$ cat src/rtl/dmawin_pkg.sv
package dmawin_pkg;
  localparam int ADDR_W   = 32;
  localparam int GRAN_LSB = 20;
  localparam int EN_BIT   = 19;
  localparam int PAGE_W   = ADDR_W - GRAN_LSB;

  typedef enum logic [1:0] {
    SEL_BASE = 2'd0,
    SEL_MASK = 2'd1,
    SEL_XLAT = 2'd2,
    SEL_RSVD = 2'd3
  } reg_sel_e;

  typedef struct packed {
    logic              en;
    logic [PAGE_W-1:0] base;
    logic [PAGE_W-1:0] mask;
    logic [PAGE_W-1:0] xlat;
  } win_cfg_t;
endpackage

$ cat src/rtl/dmawin_regs.sv
module dmawin_regs
  import dmawin_pkg::*;
#(
  parameter int NUM_WIN   = 2,
  parameter int WIN_IDX_W = 1,
  parameter int REG_AW    = WIN_IDX_W + 2
) (
  input  logic                clk_i,
  input  logic                rst_ni,
  input  logic                we_i,
  input  logic [REG_AW-1:0]   addr_i,
  input  logic [ADDR_W-1:0]   wdata_i,
  output logic [ADDR_W-1:0]   rdata_o,
  output win_cfg_t            cfg_o [NUM_WIN]
);
  reg_sel_e             sel;
  logic [WIN_IDX_W-1:0] idx;

  assign sel = reg_sel_e'(addr_i[1:0]);
  assign idx = addr_i[REG_AW-1:2];

  for (genvar w = 0; w < NUM_WIN; w++) begin : g_win
    always_ff @(posedge clk_i or negedge rst_ni) begin
      if (!rst_ni) begin
        cfg_o[w] <= '0;
      end else if (we_i && idx == WIN_IDX_W'(w)) begin
        case (sel)
          SEL_BASE: begin
            cfg_o[w].base <= wdata_i[ADDR_W-1:GRAN_LSB];
            cfg_o[w].en   <= wdata_i[EN_BIT];
          end
          SEL_MASK: cfg_o[w].mask <= wdata_i[ADDR_W-1:GRAN_LSB];
          SEL_XLAT: cfg_o[w].xlat <= wdata_i[ADDR_W-1:GRAN_LSB];
          default: ;
        endcase
      end
    end
  end

  always_comb begin
    rdata_o = '0;
    for (int w = 0; w < NUM_WIN; w++) begin
      if (idx == WIN_IDX_W'(w)) begin
        case (sel)
          SEL_BASE: begin
            rdata_o[ADDR_W-1:GRAN_LSB] = cfg_o[w].base;
            rdata_o[EN_BIT]            = cfg_o[w].en;
          end
          SEL_MASK: rdata_o[ADDR_W-1:GRAN_LSB] = cfg_o[w].mask;
          SEL_XLAT: rdata_o[ADDR_W-1:GRAN_LSB] = cfg_o[w].xlat;
          default:  rdata_o = '0;
        endcase
      end
    end
  end

  assert_rsvd_zero_R2: assert property (@(posedge clk_i) disable iff (!rst_ni)
    (sel == SEL_RSVD) |-> (rdata_o == '0));

  assert_low_bits_zero_R2: assert property (@(posedge clk_i) disable iff (!rst_ni)
    rdata_o[EN_BIT-1:0] == '0);
endmodule

$ cat src/rtl/dmawin_match.sv
module dmawin_match
  import dmawin_pkg::*;
(
  input  win_cfg_t            cfg_i,
  input  logic [ADDR_W-1:0]   addr_i,
  output logic                hit_o,
  output logic [ADDR_W-1:0]   host_o
);
  logic [PAGE_W-1:0] page;
  logic [PAGE_W-1:0] diff;

  assign page  = addr_i[ADDR_W-1:GRAN_LSB];
  // compare only bits that are fixed by the window (mask clear)
  assign diff  = (page ^ cfg_i.base) & ~cfg_i.mask;
  assign hit_o = cfg_i.en && (diff == '0);

  assign host_o = {(cfg_i.xlat & ~cfg_i.mask) | (page & cfg_i.mask),
                   addr_i[GRAN_LSB-1:0]};
endmodule

$ cat src/rtl/dmawin_xlate.sv
module dmawin_xlate
  import dmawin_pkg::*;
#(
  parameter int NUM_WIN = 2,
  localparam int WIN_IDX_W = (NUM_WIN > 1) ? $clog2(NUM_WIN) : 1,
  localparam int REG_AW    = WIN_IDX_W + 2
) (
  input  logic                 clk_i,
  input  logic                 rst_ni,
  input  logic                 reg_we_i,
  input  logic [REG_AW-1:0]    reg_addr_i,
  input  logic [ADDR_W-1:0]    reg_wdata_i,
  output logic [ADDR_W-1:0]    reg_rdata_o,
  input  logic                 pci_valid_i,
  input  logic [ADDR_W-1:0]    pci_addr_i,
  output logic                 hit_o,
  output logic                 miss_o,
  output logic [WIN_IDX_W-1:0] win_o,
  output logic [ADDR_W-1:0]    host_addr_o
);
  win_cfg_t             cfg      [NUM_WIN];
  logic [NUM_WIN-1:0]   match_v;
  logic [ADDR_W-1:0]    host_v   [NUM_WIN];
  logic                 any_hit;
  logic [WIN_IDX_W-1:0] sel_idx;

  dmawin_regs #(
    .NUM_WIN   (NUM_WIN),
    .WIN_IDX_W (WIN_IDX_W),
    .REG_AW    (REG_AW)
  ) u_regs (
    .clk_i   (clk_i),
    .rst_ni  (rst_ni),
    .we_i    (reg_we_i),
    .addr_i  (reg_addr_i),
    .wdata_i (reg_wdata_i),
    .rdata_o (reg_rdata_o),
    .cfg_o   (cfg)
  );

  for (genvar w = 0; w < NUM_WIN; w++) begin : g_match
    dmawin_match u_match (
      .cfg_i  (cfg[w]),
      .addr_i (pci_addr_i),
      .hit_o  (match_v[w]),
      .host_o (host_v[w])
    );
  end

  // lowest index wins
  always_comb begin
    any_hit = 1'b0;
    sel_idx = '0;
    for (int w = NUM_WIN - 1; w >= 0; w--) begin
      if (match_v[w]) begin
        any_hit = 1'b1;
        sel_idx = WIN_IDX_W'(w);
      end
    end
  end

  always_ff @(posedge clk_i or negedge rst_ni) begin
    if (!rst_ni) begin
      hit_o       <= 1'b0;
      miss_o      <= 1'b0;
      win_o       <= '0;
      host_addr_o <= '0;
    end else begin
      hit_o  <= pci_valid_i && any_hit;
      miss_o <= pci_valid_i && !any_hit;
      if (pci_valid_i && any_hit) begin
        win_o       <= sel_idx;
        host_addr_o <= host_v[sel_idx];
      end
    end
  end

  assert_flags_excl_R7: assert property (@(posedge clk_i) disable iff (!rst_ni)
    !(hit_o && miss_o));

  assert_idle_quiet_R7: assert property (@(posedge clk_i) disable iff (!rst_ni)
    !pci_valid_i |=> (!hit_o && !miss_o));

  assert_one_edge_R8: assert property (@(posedge clk_i) disable iff (!rst_ni)
    pci_valid_i |=> (hit_o || miss_o));

  assert_offset_pass_R9: assert property (@(posedge clk_i) disable iff (!rst_ni)
    pci_valid_i |=> (!hit_o || host_addr_o[GRAN_LSB-1:0] == $past(pci_addr_i[GRAN_LSB-1:0])));

  assert_prio_R6: assert property (@(posedge clk_i) disable iff (!rst_ni)
    (pci_valid_i && match_v[0]) |=> (hit_o && win_o == '0));

  assert_disabled_quiet_R3: assert property (@(posedge clk_i) disable iff (!rst_ni)
    (pci_valid_i && !cfg[0].en && !cfg[NUM_WIN-1].en) |=> !hit_o);
endmodule

$ cat config.mk
export PLATFORM = sky130hd
export DESIGN_NAME = dmawin_xlate
export DESIGN_NICKNAME = d
export VERILOG_FILES = /design/src/rtl/dmawin_pkg.sv /design/src/rtl/dmawin_regs.sv /design/src/rtl/dmawin_match.sv /design/src/rtl/dmawin_xlate.sv
export SDC_FILE = /design/constraint.sdc
export NUM_CORES = 1
export LEC_CHECK = 0
export BUFFER_PORTS_ARGS = -buffer_cell sky130_fd_sc_hd__buf_2
export CAP_MARGIN = 20
export CORE_MARGIN = 2
export CORE_UTILIZATION = 56
export CTS_CLUSTER_DIAMETER = 100
export DETAILED_ROUTE_END_ITERATION = 10
export GPL_ROUTABILITY_DRIVEN = 0
export PLACE_DENSITY = 0.89
export REMOVE_ABC_BUFFERS = 1
export SLEW_MARGIN = 40
export SYNTH_ARGS = -nofsm -noshare
export SYNTH_HDL_FRONTEND = slang
export SYNTH_SLANG_ARGS = --single-unit
$ cat constraint.sdc
create_clock -name clk_i -period 3.5 [get_ports clk_i]
set_input_delay 0.525 -clock clk_i [delete_from_list [all_inputs] [get_ports clk_i]]
set_output_delay 0.525 -clock clk_i [all_outputs]
set_load 0.02 [all_outputs]
==> insert_results.sql, run 1 <==
INSERT INTO impl_metrics (metric_group, metric, value, unit) VALUES
('status', 'outcome', 'complete, no violations', ''),
('timing', 'fin_crit_sh', '80.7', '%'),
('floorplanning', 'floorplan.rows', '36', ''),
('detailed_routing', 'drt_iter0_markers', '330', ''),
('yosys', 'synth-adder-area-share', '0.906', '%'),
('global_routing', 'grt_max_degree', '48', ''),
('global_routing', 'grt_pass1_wl', '20900', 'µm'),
('hold_path', 'holdCritPathClass', 'input pin to async pin', ''),
('yosys', 'synth_mux_area_share', '28.8', '%'),
('setup_path', 'setup.reg_to_reg.worst_slack', '0.92', 'ns'),
('floorplanning', 'area_of_the_die', '10700', 'µm²'),
('cts', 'clock-sinks', '109', ''),
('cts', 'h_tree_lvl_count', '3', ''),
('timing', 'period_minus_slack', '2.82', 'ns'),
('setup_path', 'crit_path_end_kind', 'primary output', ''),
('timing', 'worst_hold_slack', '0.134', 'ns'),
('cts', 'cts_inserted_buffers', '9', ''),
('cts', 'clock_transition_at_path_regs', '0.10', 'ns'),
('yosys', 'ys_types', '36', ''),
('yosys', 'synth-main-ff-cell', 'sky130_fd_sc_hd__dfrtp_1', ''),
('global_routing', 'first_global_vias', '4086', ''),
('cts', 'cts_setup_buffers', '0', ''),
('cts', 'clk_latency', '0.38', 'ns'),
('placement', 'place_hpwl', '9140', 'µm'),
('timing', 'final-hold-violation-count', '0', ''),
('floorplanning', 'io-pin-count', '138', ''),
('cts', 'ctsResizeCount', '0', ''),
('setup_path', 'critPathLaunchType', 'input pin', ''),
('layout', 'drive_above_1_share', '41.4', '%'),
('layout', 'fillerInstances', '715', ''),
('setup_path', 'critical_path_peak_fanout', '12', ''),
('yosys', 'synth-compound-area-share', '9.15', '%'),
('flow_run', 'timing.max_cap.violations', '0', ''),
('yosys', 'synth_warnings', '0', ''),
('global_routing', 'overflow_after_grt', '0', ''),
('yosys', 'number_of_enable_flip_flop_cells_after_synthesis', '0', ''),
('layout', 'flow.area_growth_from_synthesis', '13.9', '%'),
('detailed_routing', 'drt_drc_violations_left', '0', ''),
('cts', 'clk_path_buf_depth', '2', ''),
('detailed_routing', 'wire_per_inst', '19.8', 'µm'),
('yosys', 'main_area_contributors_after_synthesis', 'sky130_fd_sc_hd__dfrtp_1, sky130_fd_sc_hd__mux2_2, sky130_fd_sc_hd__mux2i_1, sky130_fd_sc_hd__mux2_1, sky130_fd_sc_hd__xnor2_1', ''),
('yosys', 'synth_top_area_share', '49.4', '%'),
('setup_path', 'required', '2.97', 'ns'),
('timing', 'tightest_slew', '0.812', 'ns'),
('detailed_routing', 'route.vias.total', '3887', ''),
('yosys', 'synth_top_family_by_area', 'multiplexers', ''),
('global_routing', 'grt_usage', '26.0', '%'),
('yosys', 'post_synthesis_async_set_or_reset_flop_share', '100', '%'),
('power_and_ir_drop', 'leakage_power_figure', '2.95', 'nW'),
('yosys', 'synth-seq-area-share', '49.4', '%'),
('detailed_routing', 'drt-vias-per-instance', '5.91', ''),
('detailed_routing', 'drt-pass1-iter-count', '5', ''),
('cts', 'cts_tree', 'done', ''),
('setup_path', 'rr_startpoint', 'u_regs.cfg_o[29]', ''),
('floorplanning', 'core-area', '9680', 'µm²'),
('setup_path', 'regToRegEndpoint', 'host_addr_o[13]', ''),
('power_and_ir_drop', 'power_per_cell_area', '627', 'nW/µm²'),
('timing', 'worst_slew_margin_rel', '45.7', '%'),
('timing', 'setup-tns-final', '0', 'ns'),
('setup_path', 'worst-endpoint-arrival', '2.30', 'ns'),
('timing', 'slew_viol_final', '0', ''),
('floorplanning', 'start_util', '57.0', '%'),
('placement', 'portBuffers', '99', ''),
('floorplanning', 'horizontal_die_dimension', '103', 'µm'),
('setup_path', 'r2r_cells', '8', ''),
('power_and_ir_drop', 'irDropWorstVdd', '0.335', 'mV'),
('yosys', 'netlist.top_cell.by_area', 'sky130_fd_sc_hd__dfrtp_1', ''),
('detailed_routing', 'drtAntennaViolNets', '0', ''),
('layout', 'finish.net_count', '594', ''),
('cts', 'post_cts_hold_buffer_count', '0', ''),
('power_and_ir_drop', 'power', '3.94', 'mW');
[sequential cells by signal, indices dropped and copies added (netlist names)]
name / cells
u_regs.cfg_o: 74
host_addr_o: 32
hit_o: 1
miss_o: 1
win_o: 1
[logic make-up after synthesis]
kind of cell / Yosys count
AO/OA/AOI/OAI: 65
XOR/XNOR: 24
adder cells (fa/ha/maj): 4
buffers and inverters: 45
flip-flops: 109
multiplexers: 142
other: 1
AND/OR/NAND/NOR: 29
[per-layer routing]
layer  vias to the layer above  track usage [%]  part of all wire, %
li1                       1702                -                    -
met1                      1973             32.2                   38
met2                       166             43.8                   51
met3                        46             4.10                  6.2
met4                         0             14.6                  4.0
met5                         -                0                    0
[worst max-delay path: stages]
cell and delay, ns:
sky130_fd_sc_hd__buf_2 0.12, sky130_fd_sc_hd__inv_1 0.07, sky130_fd_sc_hd__ha_1 0.43, sky130_fd_sc_hd__buf_4 0.29, sky130_fd_sc_hd__a22o_1 0.17, sky130_fd_sc_hd__a211oi_1 0.05, sky130_fd_sc_hd__a311oi_1 0.39, sky130_fd_sc_hd__buf_2 0.24
[cell usage in the layout, fill, tap and decap left out, types with 3 or more instances in the layout]
cell type | netlist | final
sky130_fd_sc_hd__buf_2 | 0 | 98
sky130_fd_sc_hd__buf_4 | 21 | 15
sky130_fd_sc_hd__xnor2_1 | 24 | 24
sky130_fd_sc_hd__o22ai_1 | 10 | 10
sky130_fd_sc_hd__a22o_1 | 12 | 12
sky130_fd_sc_hd__mux2_4 | 10 | 10
sky130_fd_sc_hd__mux2_1 | 20 | 20
sky130_fd_sc_hd__nand3_1 | 3 | 3
sky130_fd_sc_hd__clkbuf_8 | 0 | 10
sky130_fd_sc_hd__mux2_2 | 76 | 76
sky130_fd_sc_hd__a311oi_1 | 12 | 12
sky130_fd_sc_hd__nand2_1 | 15 | 15
sky130_fd_sc_hd__clkbuf_1 | 11 | 3
sky130_fd_sc_hd__mux2i_1 | 36 | 36
sky130_fd_sc_hd__conb_1 | 1 | 19
sky130_fd_sc_hd__dfrtp_1 | 109 | 109
sky130_fd_sc_hd__ha_1 | 4 | 4
sky130_fd_sc_hd__a22oi_1 | 12 | 12
sky130_fd_sc_hd__a211oi_1 | 12 | 12
[worst max-delay path by stage]
stage               depth (start not counted)  slack, ns           start               to
finish                                      8       0.68   reg_addr_i[0]  reg_rdata_o[25]
CTS                                         8       0.72   reg_addr_i[0]  reg_rdata_o[25]
global route                                8       0.62   reg_addr_i[0]  reg_rdata_o[25]
floorplan                                   7      -0.35  pci_addr_i[30]  host_addr_o[20]
global placement                            9       0.68  pci_addr_i[30]  host_addr_o[21]
detailed placement                          9       0.65  pci_addr_i[25]   host_addr_o[9]
[synthesized netlist by cell type (11+ instances only)]
cell	instances
sky130_fd_sc_hd__nand2_1	15
sky130_fd_sc_hd__mux2_2	76
sky130_fd_sc_hd__xnor2_1	24
sky130_fd_sc_hd__a22oi_1	12
sky130_fd_sc_hd__mux2i_1	36
sky130_fd_sc_hd__a311oi_1	12
sky130_fd_sc_hd__a22o_1	12
sky130_fd_sc_hd__dfrtp_1	109
sky130_fd_sc_hd__clkbuf_1	11
sky130_fd_sc_hd__a211oi_1	12
sky130_fd_sc_hd__mux2_1	20
sky130_fd_sc_hd__buf_4	21
[layout make-up]
type	instances	area, µm²	area share (%)
flip-flops and latches	109	2730	43.4
multi-input cells	283	2590	41.2
repair buffers	114	623	9.91
well taps	133	166	2.65
clock buffers	13	149	2.37
clock inverters	3	21.3	0.338
inverters	2	7.51	0.119
diodes	1	2.50	0.0398
[where the power goes]
group	internal, mW	total (mW)	switching [mW]
Sequential	1.63	1.91	0.279
Clock	0.280	0.704	0.424
Combinational	0.634	1.33	0.695
Total	2.55	3.94	1.40
[per-stage QoR]
stage,worst slack [ns],std cells,area [µm²]
floorplan,-0.353,394,5320
global placement,0.684,641,6120
detailed placement,0.646,641,6120
CTS,0.718,657,6290
global route,0.615,658,6290
finish,0.676,658,6290
Power figures use the tool's default switching activity.
==> run 2: changes to the inputs <==
--- a/config.mk
+++ b/config.mk
@@ -8,11 +8,11 @@
 export BUFFER_PORTS_ARGS = -buffer_cell sky130_fd_sc_hd__buf_2
 export CAP_MARGIN = 20
 export CORE_MARGIN = 2
-export CORE_UTILIZATION = 56
+export CORE_UTILIZATION = 54
 export CTS_CLUSTER_DIAMETER = 100
 export DETAILED_ROUTE_END_ITERATION = 10
 export GPL_ROUTABILITY_DRIVEN = 0
-export PLACE_DENSITY = 0.89
+export PLACE_DENSITY = 0.87
 export REMOVE_ABC_BUFFERS = 1
 export SLEW_MARGIN = 40
 export SYNTH_ARGS = -nofsm -noshare
==> constraint.sdc (replaced) <==
create_clock -name clk_i -period 2.6 [get_ports clk_i]
set_input_delay 0.39 -clock clk_i [delete_from_list [all_inputs] [get_ports clk_i]]
set_output_delay 0.39 -clock clk_i [all_outputs]
set_load 0.02 [all_outputs]
==> run 2 against run 1 <==
Count of clock-buffer cells in the layout fell by 3. Die area rose by 3.6%. Global-route usage is 1.7 points lower. Sequential share of layout area decreased by 0.52 points. Total power rose by 37%. Core utilization shrank 0.41 points. Critical path depth is the same. Sequential power grew 35%. Sequential cell count stayed put. Combinational power grew 35%. Final area up 1.2%. Clock power grew 46%.
==> insert_results.sql, run 2 (synthesis gave the netlist of run 1 again) <==
INSERT INTO impl_metrics (metric_group, metric, value, unit) VALUES
('global_routing', 'grt_usage', '24.3', '%'),
('setup_path', 'r2r_cells', '8', ''),
('setup_path', 'crit_path_end_kind', 'register', ''),
('floorplanning', 'core-area', '9860', 'µm²'),
('flow_run', 'timing.max_cap.violations', '0', ''),
('detailed_routing', 'drt-pass1-iter-count', '4', ''),
('timing', 'tightest_slew', '0.746', 'ns'),
('cts', 'cts_tree', 'done', ''),
('setup_path', 'regToRegEndpoint', 'host_addr_o[6]', ''),
('floorplanning', 'die_h', '105', 'µm'),
('cts', 'clock-sinks', '109', ''),
('placement', 'place_hpwl', '8990', 'µm'),
('setup_path', 'critical-path-max-stage-delay', '0.53', 'ns'),
('timing', 'fin_skew', '0.0135', 'ns'),
('timing', 'unrepaired_setup_endpoints_after_global_routing', 'no', ''),
('setup_path', 'crit_path_top_delay_cell', 'sky130_fd_sc_hd__or4_4', ''),
('global_routing', 'grt.busiest_layer', 'met2', ''),
('setup_path', 'required', '2.84', 'ns'),
('detailed_routing', 'drt_iter0_markers', '152', ''),
('layout', 'layout.cell_area.non_filler', '6360', 'µm²'),
('global_routing', 'overflow_after_grt', '0', ''),
('setup_path', 'worstSetupPathType', 'register to register', ''),
('power_and_ir_drop', 'power_per_cell_area', '849', 'nW/µm²'),
('cts', 'ctsResizeCount', '0', ''),
('setup_path', 'worstSetupPathDepth', '8', ''),
('setup_path', 'rr_startpoint', 'u_regs.cfg_o[34]', ''),
('detailed_routing', 'drt-vias-per-instance', '5.86', ''),
('cts', 'cts_inserted_buffers', '9', ''),
('global_routing', 'first_global_vias', '4167', ''),
('setup_path', 'cpLargestDelayFamily', 'simple AND/OR/NAND/NOR gates', ''),
('setup_path', 'worst-endpoint-arrival', '2.70', 'ns'),
('cts', 'post_cts_hold_buffer_count', '0', ''),
('global_routing', 'met2_track_utilization_from_global_routing', '41.9', '%'),
('timing', 'fmax', '0.408', 'GHz'),
('status', 'outcome', 'complete, no violations', ''),
('cts', 'clock_transition_at_path_regs', '0.11', 'ns'),
('layout', 'mostFrequentLayoutCells', 'sky130_fd_sc_hd__dfrtp_1, sky130_fd_sc_hd__buf_2, sky130_fd_sc_hd__mux2_2, sky130_fd_sc_hd__mux2i_1, sky130_fd_sc_hd__xnor2_1', ''),
('cts', 'clk_latency', '0.37', 'ns'),
('layout', 'final_common_cell', 'sky130_fd_sc_hd__dfrtp_1', ''),
('layout', 'drive_above_1_share', '42.0', '%'),
('global_routing', 'grt_pass1_wl', '20800', 'µm'),
('cts', 'root_buffer', 'sky130_fd_sc_hd__clkbuf_8', ''),
('layout', 'reg.largest.list', 'u_regs.cfg_o x74, host_addr_o x32', ''),
('placement', 'portBuffers', '99', ''),
('timing', 'slew_viol_final', '0', ''),
('timing', 'setup-tns-final', '0', 'ns'),
('layout', 'n_antenna_cell', '0', ''),
('timing', 'final-hold-violation-count', '0', ''),
('timing', 'timing.final.setup_violations', '0', ''),
('timing', 'period_minus_slack', '2.45', 'ns'),
('floorplanning', 'start_util', '56.0', '%'),
('global_routing', 'gr-usage-met3', '4.62', '%'),
('layout', 'regMostFlops', 'u_regs.cfg_o', ''),
('detailed_routing', 'totalWireLength', '13200', 'µm'),
('cts', 'cts_setup_buffers', '0', ''),
('setup_path', 'timing.critical_path.cells', 'xnor2_1, o22ai_1, or4_4, nor4_4, a21oi_1, nor2b_4, buf_12, mux2_1', ''),
('hold_path', 'holdCritPathClass', 'input pin to async pin', ''),
('layout', 'flow.area_growth_from_synthesis', '15.2', '%'),
('floorplanning', 'floorplan.rows', '36', ''),
('layout', 'finish.net_count', '597', ''),
('setup_path', 'setup.reg_to_reg.worst_slack', '0.15', 'ns'),
('global_routing', 'grt_use_met1', '29.4', '%'),
('setup_path', 'critPathLaunchType', 'register', ''),
('floorplanning', 'area_of_the_die', '11100', 'µm²'),
('setup_path', 'critical_path_peak_fanout', '26', ''),
('power_and_ir_drop', 'irDropWorstVdd', '0.564', 'mV'),
('setup_path', 'cp_num_buf_inv', '1', ''),
('timing', 'worst_slew_margin_rel', '50.3', '%'),
('power_and_ir_drop', 'leakage_power_figure', '2.99', 'nW'),
('placement', 'detailed_place.area', '6180', 'µm²'),
('floorplanning', 'io-pin-count', '138', ''),
('cts', 'clk_path_buf_depth', '2', ''),
('detailed_routing', 'drtAntennaViolNets', '0', ''),
('global_routing', 'grt_max_degree', '47', ''),
('detailed_routing', 'wire_per_inst', '20.0', 'µm'),
('global_routing', 'antenna_found_initial', '0', ''),
('layout', 'fillerInstances', '736', ''),
('layout', 'largest_register_ff_count', '74', ''),
('detailed_routing', 'drt_drc_violations_left', '0', ''),
('floorplanning', 'horizontal_die_dimension', '105', 'µm'),
('detailed_routing', 'route.vias.total', '3864', ''),
('cts', 'h_tree_lvl_count', '3', ''),
('timing', 'fin_crit_sh', '94.3', '%');
run 2: worst max path at each step:
stage | from | to | slack, ns
floorplan | u_regs.cfg_o[34] | host_addr_o[20] | -1.13
global placement | pci_addr_i[30] | host_addr_o[20] | 0.08
detailed placement | pci_addr_i[30] | host_addr_o[20] | 0.06
CTS | u_regs.cfg_o[34] | host_addr_o[6] | 0.13
global route | u_regs.cfg_o[34] | host_addr_o[6] | 0.04
finish | u_regs.cfg_o[34] | host_addr_o[6] | 0.15
run 2: where the power goes:
group          total (mW)  leakage [nW]  switching [mW]  internal, mW
Combinational        1.80          1.53           0.938         0.864
Sequential           2.57          1.36           0.378          2.20
Clock                1.03        0.0903           0.585         0.446
run 2: final cells by class:
type	instances	area [µm²]	area share (%)
clock inverters	5	61.3	0.963
repair buffers	117	683	10.7
inverters	2	7.51	0.118
multi-input cells	283	2590	40.7
clock buffers	10	128	2.01
well taps	133	166	2.61
flip-flops and latches	109	2730	42.9
run 2: worst register-to-register path: stages (launching register included):
cell and delay [ns]:
sky130_fd_sc_hd__dfrtp_1 0.42, sky130_fd_sc_hd__xnor2_1 0.20, sky130_fd_sc_hd__o22ai_1 0.12, sky130_fd_sc_hd__or4_4 0.53, sky130_fd_sc_hd__nor4_4 0.20, sky130_fd_sc_hd__a21oi_1 0.13
sky130_fd_sc_hd__nor2b_4 0.16, sky130_fd_sc_hd__buf_12 0.20, sky130_fd_sc_hd__mux2_1 0.37
run 2: layer usage:
metal  part of all wire, %  vias up
li1                      -     1718
met1                    39     1952
met2                    52      159
met3                   6.2       35
met4                   3.1        0
met5                     0        -
run 2: per-stage QoR:
step	utilization, %	cells	power (mW)	hold slack [ns]	setup WS, ns
final	64.5	659	5.41	0.0115	0.148
after global routing	64.5	659	5.65	0.0446	0.0447
after CTS	64.5	659	5.42	0.0342	0.130
after detailed placement	62.6	644	4.40	0.440	0.0601
after global placement	62.6	644	4.29	0.421	0.0835
after floorplan	-	394	3.74	0.0944	-1.13
==> run 3: changes to the inputs <==
==> constraint.sdc (replaced) <==
create_clock -name clk_i -period 2.66 [get_ports clk_i]
set_input_delay 0.399 -clock clk_i [delete_from_list [all_inputs] [get_ports clk_i]]
set_output_delay 0.399 -clock clk_i [all_outputs]
set_load 0.02 [all_outputs]
==> run 3 against run 2 <==
Register-to-register slack worse by 0.08 ns. Final area barely moved. Core utilization up 0.051 points. Count of clock-buffer cells in the layout rose by 3. Sequential share of layout area about the same. Largest cell class unchanged. Global-route usage is 0.11 points higher.
==> insert_results.sql, run 3 (synthesis gave the netlist of run 1 again) <==
INSERT INTO impl_metrics (metric_group, metric, value, unit) VALUES
('status', 'outcome', 'complete, no violations', ''),
('setup_path', 'timing.critical_path.from', 'u_regs.cfg_o[34]', ''),
('cts', 'clock_transition_at_path_regs', '0.09', 'ns'),
('cts', 'clk_path_buf_depth', '2', ''),
('global_routing', 'grt_max_degree', '58', ''),
('timing', 'tightest_slew', '0.733', 'ns'),
('floorplanning', 'start_util', '56.0', '%'),
('layout', 'largest_register_ff_count', '74', ''),
('cts', 'root_buffer', 'sky130_fd_sc_hd__clkbuf_8', ''),
('timing', 'fin_skew', '0.0142', 'ns'),
('layout', 'final_common_cell', 'sky130_fd_sc_hd__dfrtp_1', ''),
('setup_path', 'worst-endpoint-arrival', '2.91', 'ns'),
('detailed_routing', 'drt_iter0_markers', '170', ''),
('floorplanning', 'die_h', '105', 'µm'),
('layout', 'finish.net_count', '596', ''),
('timing', 'worst_hold_slack', '0.0788', 'ns'),
('flow_run', 'timing.max_cap.violations', '0', ''),
('layout', 'reg.largest.list', 'u_regs.cfg_o x74, host_addr_o x32', ''),
('layout', 'fillerInstances', '726', ''),
('detailed_routing', 'route.vias.total', '3773', ''),
('cts', 'cts_setup_buffers', '0', ''),
('timing', 'postLayoutSetupSlackWorst', '0.0708', 'ns'),
('layout', 'finalNonFillerCells', '660', ''),
('power_and_ir_drop', 'leakage_power_figure', '2.99', 'nW'),
('cts', 'cts_tree', 'done', ''),
('cts', 'cts_inserted_buffers', '9', ''),
('layout', 'final_core_utilization', '64.6', '%'),
('hold_path', 'holdCritPathClass', 'input pin to async pin', ''),
('placement', 'dp_worst_setup_slack', '0.0491', 'ns'),
('placement', 'portBuffers', '99', ''),
('cts', 'ctsResizeCount', '0', ''),
('setup_path', 'critical_path_peak_fanout', '7', ''),
('detailed_routing', 'drt_drc_violations_left', '0', ''),
('layout', 'mostFrequentLayoutCells', 'sky130_fd_sc_hd__dfrtp_1, sky130_fd_sc_hd__buf_2, sky130_fd_sc_hd__mux2_2, sky130_fd_sc_hd__mux2i_1, sky130_fd_sc_hd__xnor2_1', ''),
('detailed_routing', 'met3_wirelength', '644', 'µm'),
('power_and_ir_drop', 'power_per_cell_area', '833', 'nW/µm²'),
('global_routing', 'grt_usage', '24.4', '%'),
('cts', 'h_tree_lvl_count', '3', ''),
('detailed_routing', 'drt-vias-per-instance', '5.72', ''),
('placement', 'place_hpwl', '8860', 'µm'),
('floorplanning', 'io-pin-count', '138', ''),
('layout', 'layout.area.seq', '2730', 'µm²'),
('power_and_ir_drop', 'power', '5.31', 'mW'),
('setup_path', 'worstSetupPathType', 'register to register', ''),
('floorplanning', 'floorplan.rows', '36', ''),
('timing', 'period_minus_slack', '2.59', 'ns'),
('layout', 'drive_above_1_share', '42.0', '%'),
('global_routing', 'overflow_after_grt', '0', ''),
('placement', 'placedCellCount', '643', ''),
('floorplanning', 'area_of_the_die', '11100', 'µm²'),
('timing', 'unrepaired_setup_endpoints_after_global_routing', 'no', ''),
('detailed_routing', 'totalWireLength', '12900', 'µm'),
('layout', 'regMostFlops', 'u_regs.cfg_o', ''),
('setup_path', 'critPathLaunchType', 'register', ''),
('global_routing', 'grt_pass1_wl', '20800', 'µm'),
('setup_path', 'crit_path_end_kind', 'register', ''),
('floorplanning', 'core-area', '9860', 'µm²'),
('layout', 'multi_input_comb_area', '2590', 'µm²'),
('timing', 'timing.final.setup_violations', '0', ''),
('power_and_ir_drop', 'irDropWorstVdd', '0.512', 'mV'),
('global_routing', 'first_global_vias', '4032', ''),
('detailed_routing', 'drt-pass1-iter-count', '5', ''),
('detailed_routing', 'highest-signal-layer', 'met4', ''),
('cts', 'clk_latency', '0.38', 'ns'),
('floorplanning', 'horizontal_die_dimension', '105', 'µm'),
('timing', 'worst_slew_margin_rel', '51.1', '%'),
('timing', 'fin_crit_sh', '97.3', '%'),
('timing', 'slew_viol_final', '0', ''),
('detailed_routing', 'drtAntennaViolNets', '0', ''),
('layout', 'flow.area_growth_from_synthesis', '15.3', '%'),
('detailed_routing', 'wire_per_inst', '19.5', 'µm'),
('detailed_routing', 'detailroute.wirelength.met2', '6730', 'µm'),
('timing', 'fmax', '0.386', 'GHz'),
('setup_path', 'required', '2.98', 'ns'),
('timing', 'final-hold-violation-count', '0', ''),
('detailed_routing', 'met1Wirelength', '5190', 'µm'),
('setup_path', 'rr_startpoint', 'u_regs.cfg_o[34]', ''),
('cts', 'clock-sinks', '109', ''),
('global_routing', 'antenna_found_initial', '1', ''),
('cts', 'post_cts_hold_buffer_count', '0', '');
run 3: area by class of cell:
type	instances	share of cell area, %
antenna	1	0.0393
clock buffer	13	2.65
clock inverter	3	0.668
inverter	2	0.118
multi-input combinational	283	40.7
sequential	109	42.8
tap	133	2.61
timing repair buffer	116	10.4
run 3: worst paths after layout:
kind	endpoint	slack [ns]	cells after the start
setup / recovery	host_addr_o[20]	0.07	8
hold / removal	host_addr_o[18]	0.08	1
setup reg to reg	host_addr_o[20]	0.07	8
hold reg to reg	host_addr_o[15]	0.49	1
max in group asynchronous	host_addr_o[28]	1.80	2
min in group clk_i	win_o	0.23	2
run 3: per-stage QoR:
stage	setup TNS (ns)	cell area, µm²
2_1_floorplan	-33.09	5320
5_1_grt	0	6370
3_5_place_dp	0	6160
6_report	0	6370
3_3_place_gp	0	6160
4_1_cts	0	6370
run 3: layer usage:
metal  GRT usage, %  vias to the layer above
met5              0                        -
met4           10.3                        0
met3           6.11                       24
met2           41.4                      142
met1           29.6                     1892
li1               -                     1715
run 3: report_power, final:
| group | switching [mW] | total (mW) | internal [mW] |
|---|---|---|---|
| Sequential | 0.362 | 2.51 | 2.15 |
| Clock | 0.541 | 1.05 | 0.512 |
| Combinational | 0.906 | 1.75 | 0.841 |
| Total | 1.81 | 5.31 | 3.50 |
run 3: critical path, stage by stage, from the launching register on:
cell	delay (ns)
sky130_fd_sc_hd__dfrtp_1	0.41
sky130_fd_sc_hd__xnor2_1	0.19
sky130_fd_sc_hd__o22ai_1	0.12
sky130_fd_sc_hd__or4_4	0.53
sky130_fd_sc_hd__nor4_4	0.23
sky130_fd_sc_hd__a21boi_4	0.25
sky130_fd_sc_hd__buf_4	0.25
sky130_fd_sc_hd__mux2i_1	0.34
sky130_fd_sc_hd__mux2_2	0.21
